`src/rtl/lvl_bank_pkg.sv`:
```
package lvl_bank_pkg;
  localparam int ADDR_W   = 8;
  localparam int DATA_W   = 32;
  localparam logic [ADDR_W-1:0] OFS_LEVEL  = 8'h00;
  localparam logic [ADDR_W-1:0] OFS_ENABLE = 8'h04;
  localparam logic [ADDR_W-1:0] OFS_POL    = 8'h14;
  localparam logic [ADDR_W-1:0] OFS_IEN    = 8'h18;
  localparam logic [ADDR_W-1:0] OFS_RAW    = 8'h1C;
  localparam logic [ADDR_W-1:0] OFS_MASKED = 8'h20;
  localparam logic [ADDR_W-1:0] OFS_CLR    = 8'h24;
  localparam logic [ADDR_W-1:0] OFS_ARM    = 8'h28;
  localparam int                OFS_DLEN   = 'h40;
endpackage

```
`src/rtl/lvl_bank_sync.sv`:
```
module lvl_bank_sync #(
  parameter int W = 8
) (
  input  logic         clk,
  input  logic         rst_n,
  input  logic [W-1:0] d,
  output logic [W-1:0] q
);
  logic [W-1:0] meta_q;

  always_ff @(posedge clk or negedge rst_n) begin
    if (!rst_n) begin
      meta_q <= '0;
      q      <= '0;
    end else begin
      meta_q <= d;
      q      <= meta_q;
    end
  end
endmodule

```
`src/rtl/lvl_bank_filter.sv`:
```
module lvl_bank_filter #(
  parameter int DB_W = 12
) (
  input  logic            clk,
  input  logic            rst_n,
  input  logic            tick,
  input  logic            din,
  input  logic [DB_W-1:0] len,
  output logic            dout
);
  logic [DB_W-1:0] cnt_q, cnt_d, lim;
  logic            dout_d;
  logic            upd_en;

  always_comb begin
    lim    = (len == '0) ? DB_W'(1) : len;
    cnt_d  = cnt_q;
    dout_d = dout;
    if (din == dout) begin
      cnt_d = '0;
    end else if (tick) begin
      if (cnt_q + 1'b1 >= lim) begin
        dout_d = din;
        cnt_d  = '0;
      end else begin
        cnt_d = cnt_q + 1'b1;
      end
    end
  end

  assign upd_en = (cnt_d != cnt_q) || (dout_d != dout);

  always_ff @(posedge clk or negedge rst_n) begin
    if (!rst_n) begin
      cnt_q <= '0;
      dout  <= 1'b0;
    end else if (upd_en) begin
      cnt_q <= cnt_d;
      dout  <= dout_d;
    end
  end

  AST_DBNC_ON_TICK: assert property (@(posedge clk) disable iff (!rst_n)
    !tick |=> $stable(dout));

  AST_DBNC_FOLLOWS: assert property (@(posedge clk) disable iff (!rst_n)
    !$stable(dout) |-> (dout == $past(din)));
endmodule

```
`src/rtl/lvl_bank_regs.sv`:
```
module lvl_bank_regs
  import lvl_bank_pkg::*;
#(
  parameter int NUM_CH = 8,
  parameter int DB_W   = 12
) (
  input  logic                           clk,
  input  logic                           rst_n,
  input  logic                           we,
  input  logic [ADDR_W-1:0]              addr,
  input  logic [DATA_W-1:0]              wdata,
  input  logic [NUM_CH-1:0]              deb,
  output logic [DATA_W-1:0]              rdata,
  output logic [NUM_CH-1:0][DB_W-1:0]    dlen,
  output logic                           irq
);
  logic [NUM_CH-1:0] en_q, en_d, pol_q, pol_d, ien_q, ien_d;
  logic [NUM_CH-1:0] raw_q, raw_d, arm_q, arm_d;
  logic [NUM_CH-1:0][DB_W-1:0] dlen_q, dlen_d;
  logic [NUM_CH-1:0] match, cap, clr;
  logic unused_wdata;

  assign unused_wdata = ^wdata[DATA_W-1:DB_W];

  assign match = ~(deb ^ pol_q);
  assign cap   = arm_q & match;
  assign clr   = (we && addr == OFS_CLR) ? wdata[NUM_CH-1:0] : '0;

  always_comb begin
    en_d   = en_q;
    pol_d  = pol_q;
    ien_d  = ien_q;
    arm_d  = arm_q;
    dlen_d = dlen_q;
    if (we) begin
      if (addr == OFS_ENABLE) en_d  = wdata[NUM_CH-1:0];
      if (addr == OFS_POL)    pol_d = wdata[NUM_CH-1:0];
      if (addr == OFS_IEN)    ien_d = wdata[NUM_CH-1:0];
      if (addr == OFS_ARM)    arm_d = wdata[NUM_CH-1:0];
      for (int i = 0; i < NUM_CH; i++) begin
        if (addr == ADDR_W'(OFS_DLEN + 4 * i)) dlen_d[i] = wdata[DB_W-1:0];
      end
    end
    arm_d = arm_d & ~cap;
    raw_d = (raw_q & ~clr) | cap;
  end

  always_ff @(posedge clk or negedge rst_n) begin
    if (!rst_n) begin
      en_q   <= '0;
      pol_q  <= '0;
      ien_q  <= '0;
      arm_q  <= '0;
      raw_q  <= '0;
      dlen_q <= '0;
    end else begin
      en_q   <= en_d;
      pol_q  <= pol_d;
      ien_q  <= ien_d;
      arm_q  <= arm_d;
      raw_q  <= raw_d;
      dlen_q <= dlen_d;
    end
  end

  always_comb begin
    rdata = '0;
    unique case (addr)
      OFS_LEVEL:  rdata = DATA_W'(deb & en_q);
      OFS_ENABLE: rdata = DATA_W'(en_q);
      OFS_POL:    rdata = DATA_W'(pol_q);
      OFS_IEN:    rdata = DATA_W'(ien_q);
      OFS_RAW:    rdata = DATA_W'(raw_q);
      OFS_MASKED: rdata = DATA_W'(raw_q & ien_q);
      OFS_ARM:    rdata = DATA_W'(arm_q);
      default: begin
        for (int i = 0; i < NUM_CH; i++) begin
          if (addr == ADDR_W'(OFS_DLEN + 4 * i)) rdata = DATA_W'(dlen_q[i]);
        end
      end
    endcase
  end

  assign dlen = dlen_q;
  assign irq  = |(raw_q & ien_q);

  AST_CAPTURE_ARMED: assert property (@(posedge clk) disable iff (!rst_n)
    ((raw_q & ~$past(raw_q) & ~$past(arm_q)) == '0));

  AST_DISARM_ON_CAPTURE: assert property (@(posedge clk) disable iff (!rst_n)
    ((raw_q & ~$past(raw_q) & arm_q) == '0));

  AST_CLEAR_TAKES: assert property (@(posedge clk) disable iff (!rst_n)
    ((raw_q & $past(clr) & ~$past(arm_q & match)) == '0));
endmodule

```
`src/rtl/lvl_irq_bank.sv`:
```
module lvl_irq_bank #(
  parameter int NUM_CH = 8,
  parameter int DB_W   = 12
) (
  input  logic              clk,
  input  logic              rst_n,
  input  logic              ms_tick,
  input  logic [NUM_CH-1:0] pin_in,
  input  logic              reg_we,
  input  logic [7:0]        reg_addr,
  input  logic [31:0]       reg_wdata,
  output logic [31:0]       reg_rdata,
  output logic              irq_out
);
  logic [NUM_CH-1:0]            pin_s;
  logic [NUM_CH-1:0]            deb;
  logic [NUM_CH-1:0][DB_W-1:0]  dlen;

  lvl_bank_sync #(.W(NUM_CH)) sync_i (
    .clk(clk), .rst_n(rst_n), .d(pin_in), .q(pin_s)
  );

  for (genvar g = 0; g < NUM_CH; g++) begin : g_ch
    lvl_bank_filter #(.DB_W(DB_W)) filt_i (
      .clk(clk), .rst_n(rst_n), .tick(ms_tick),
      .din(pin_s[g]), .len(dlen[g]), .dout(deb[g])
    );
  end

  lvl_bank_regs #(.NUM_CH(NUM_CH), .DB_W(DB_W)) regs_i (
    .clk(clk), .rst_n(rst_n), .we(reg_we), .addr(reg_addr),
    .wdata(reg_wdata), .deb(deb), .rdata(reg_rdata),
    .dlen(dlen), .irq(irq_out)
  );

  AST_IRQ_QUIET_AFTER_RESET: assert property (@(posedge clk) disable iff (!rst_n)
    $rose(rst_n) |-> !irq_out);
endmodule

```
`config.mk`:
```
export PLATFORM = sky130hd
export DESIGN_NAME = lvl_irq_bank
export DESIGN_NICKNAME = d
export VERILOG_FILES = /design/src/rtl/lvl_bank_pkg.sv /design/src/rtl/lvl_bank_sync.sv /design/src/rtl/lvl_bank_filter.sv /design/src/rtl/lvl_bank_regs.sv /design/src/rtl/lvl_irq_bank.sv
export SDC_FILE = /design/constraint.sdc
export NUM_CORES = 1
export LEC_CHECK = 0
export CORE_MARGIN = 2
export CORE_UTILIZATION = 60
export CTS_CLUSTER_SIZE = 12
export DETAILED_ROUTE_END_ITERATION = 10
export GPL_ROUTABILITY_DRIVEN = 0
export PLACE_DENSITY = 0.86
export SYNTH_ARGS = -nofsm -noshare
export SYNTH_HDL_FRONTEND = slang
export SYNTH_HIERARCHICAL = 1
export SYNTH_SLANG_ARGS = --single-unit
```
`constraint.sdc`:
```
create_clock -name clk -period 4.06 [get_ports clk]
set_input_delay 0.406 -clock clk [delete_from_list [all_inputs] [get_ports clk]]
set_output_delay 0.406 -clock clk [all_outputs]
set_load 0.02 [all_outputs]
```
==> out/metrics.yaml <==
slew_viol_final: 0
hold_path.class: "primary input to register"
run_status: "finished clean"
path_max_fanout: 16
synth_cells: 1671
maxCapViolCount: 0
cts_buffers: 28
vias: 13700
grt_antenna_before_repair: 1
finalWorstSetupSlack_ps: 251
design_area_sq_um: 18300
crit_path_max_incr_delay_ps: 750
dr_wl_met3_um: 3690
end_kind: "output port"
syn_area_sq_um: 16700
cp_slowest_cell: "clkdlybuf4s50_1"
post_cts_resized: 0
yosys-top-cells-area: "dfrtp_1 (38%), mux2_2 (8.6%), ha_1 (7.8%)"
die_x_um: 171
h-tree-depth: 1
cts_root_buf: "clkbuf_16"
leakagePower_nw: 8.34
clkTransAtPathRegs_ps: 60
rsz0062_at_grt: "false"
route.detailed.drc: 0
post-route-min-period_ps: 3810
worstSkewPairLatency_ps: 550
track_usage_pct: 30.0
worst-setup-path-type: "primary input to output port"
avgSynthCellArea_sq_um: 10.0
die_h_um: 171
ys_warn_count: 6
rows: 61
async_reset_ff_share_pct: 100
layout_common_cells: "dfrtp_1 (256), inv_1 (132), mux2_2 (128)"
dp_hpwl_um: 30100
placed_area_sq_um: 17400
wl_um: 44000
yosys_most_used_dff: "dfrtp_1"
grt_pass1_wl_um: 70300
drive_gt1_share_pct: 16.1
drtIter0Drc: 1690
floorplan.initialDensity_pct: 60.6
yosys.cell_types.count: 72
grt_pass1_vias: 13200
final_common_cell: "dfrtp_1"
slew-limit-headroom_pct: 42.5
wl_met2_um: 20200
start_kind: "primary input"
drt-met1-wl_um: 18000
nFillCells: 2032
grt_max_degree: 100
required_ps: 3650
overflow: 0
synth_top_area_cell: "dfrtp_1"
ir_worst_vdd_v: 0.000315
ios: 85
path_cells: "clkdlybuf4s50_1 > nor4b_4 > and2_1 > o21ai_0 > a21oi_1 > clkdlybuf4s50_1"
setup_tns_ps: 0
vias_per_cell: 6.55
diodes: 0
finalSetupViolCount: 0
coreArea_sq_um: 27600
reg2reg_slack_ps: 610
clockBufferDepth: 3
cp.arrival_ps: 3400
post-place-ws_ps: 371
numPortBuffers: 44
die_area_sq_um: 29300
finish.utilization_pct: 66.2
wl_per_cell_um: 21.0
critical-path-top-cell-by-count: "clkdlybuf4s50_1"
synthDominantCellAreaShare_pct: 38.3
ys_ff_latch: 256
first_pass_iters: 8
multi_input_area_sq_um: 9420
cts.sinks: 256
ff_latch_area_sq_um: 6410
hold_viol: 0
ant_nets: 0
cts_tree: "yes"
top_layer: "met5"
powerDensity_nw_per_um2: 418
fin_nets: 1853
tightest_slew_ps: 860
areaGrowthSynthToFinish_pct: 9.20
synth-edff-count: 0
period_share_pct: 93.8
ys_seq_area_share_pct: 38.3
finClkSkew_ps: 10.3
fmax_mhz: 263
per-stage QoR:
step	hold WS [ps]	cells	total power, mW
global placement	334	2044	4.96
CTS	283	2095	7.62
floorplan	110	1690	4.47
finish	293	2095	7.64
global route	283	2095	7.97
detailed placement	335	2044	5.07
layout make-up:
class | instances | area share (%)
clock inverters | 7 | 0.493
repair buffers | 60 | 3.24
well taps | 378 | 2.59
flip-flops and latches | 256 | 35.0
clock buffers | 43 | 4.42
multi-input cells | 1218 | 51.5
inverters | 133 | 2.73
power breakdown:
| part | total (mW) | internal (mW) | switching (mW) |
|---|---|---|---|
| Combinational | 2.00 | 0.823 | 1.18 |
| Sequential | 3.10 | 2.76 | 0.342 |
| Clock | 2.53 | 1.49 | 1.04 |
| Total | 7.64 | 5.07 | 2.57 |
repair_timing:
item / in CTS / in global routing
hold buffers: 1 / 0
hold endpoints to repair: 97 / 0
buffers inserted: 0 / 0
per-layer routing:
layer,vias up,track usage [%]
met1,6708,40.4
met4,2,12.8
li1,6148,-
met3,171,5.53
met2,686,47.8
met5,-,0
worst max-delay path, delay by kind of cell:
| family | cells | cell delay (ps) |
|---|---|---|
| AO/OA/AOI/OAI | 2 | 600 |
| buffers and inverters | 2 | 1450 |
| AND/OR/NAND/NOR | 2 | 930 |
Yosys cell counts, types with 19 or more instances:
cell type and n:
a21oi_1 43, and3_1 62, buf_2 20, buf_4 22, clkbuf_1 30, dfrtp_1 256, ha_1 104, inv_1 132
mux2_2 128, mux2i_1 32, nand2_1 111, nand3_1 93, nand4_1 21, nor2_1 26, nor3_1 68, nor4_1 25
o21ai_0 98, o32ai_1 24, or3_1 19, xnor2_1 56, xor2_1 48
sequential cells by signal (all words and copies together) (netlist names):
signal and cells:
g_ch.filt_i/cnt_q 96, g_ch.filt_i/dout 8, regs_i/arm_q 8, regs_i/dlen 96, regs_i/en_q 8, regs_i/ien_q 8, regs_i/pol_q 8, regs_i/raw_q 8
sync_i/meta_q 8, sync_i/q 8
logic make-up after synthesis:
kind of cell	share of synthesized area (%)
AOI/OAI and AO/OA	14.5
xor gates and xnor gates	5.44
adders and majority gates	7.77
buffers and inverters	5.93
DFF	38.3
muxes	11.2
other	0.0224
and+or+nand+nor	16.8
final timing paths:
| kind | startpoint | end | cells past startpoint |
|---|---|---|---|
| max in group asynchronous | rst_n | regs_i/dlen[75]$_DFFE_PN0P_ | 3 |
| worst min-delay path | pin_in[3] | sync_i/meta_q[3]$_DFF_PN0_ | 1 |
| worst max-delay path | reg_addr[4] | reg_rdata[9] | 6 |
| worst min register to register | sync_i/meta_q[3]$_DFF_PN0_ | sync_i/q[3]$_DFF_PN0_ | 0 |
| min in group asynchronous | rst_n | sync_i/meta_q[4]$_DFF_PN0_ | 2 |
| worst max register to register | g_ch[4].filt_i/cnt_q[0]$_DFFE_PN0P_ | g_ch[4].filt_i/dout$_DFFE_PN0P_ | 11 |
No activity file was read; power rests on OpenSTA's default activity.
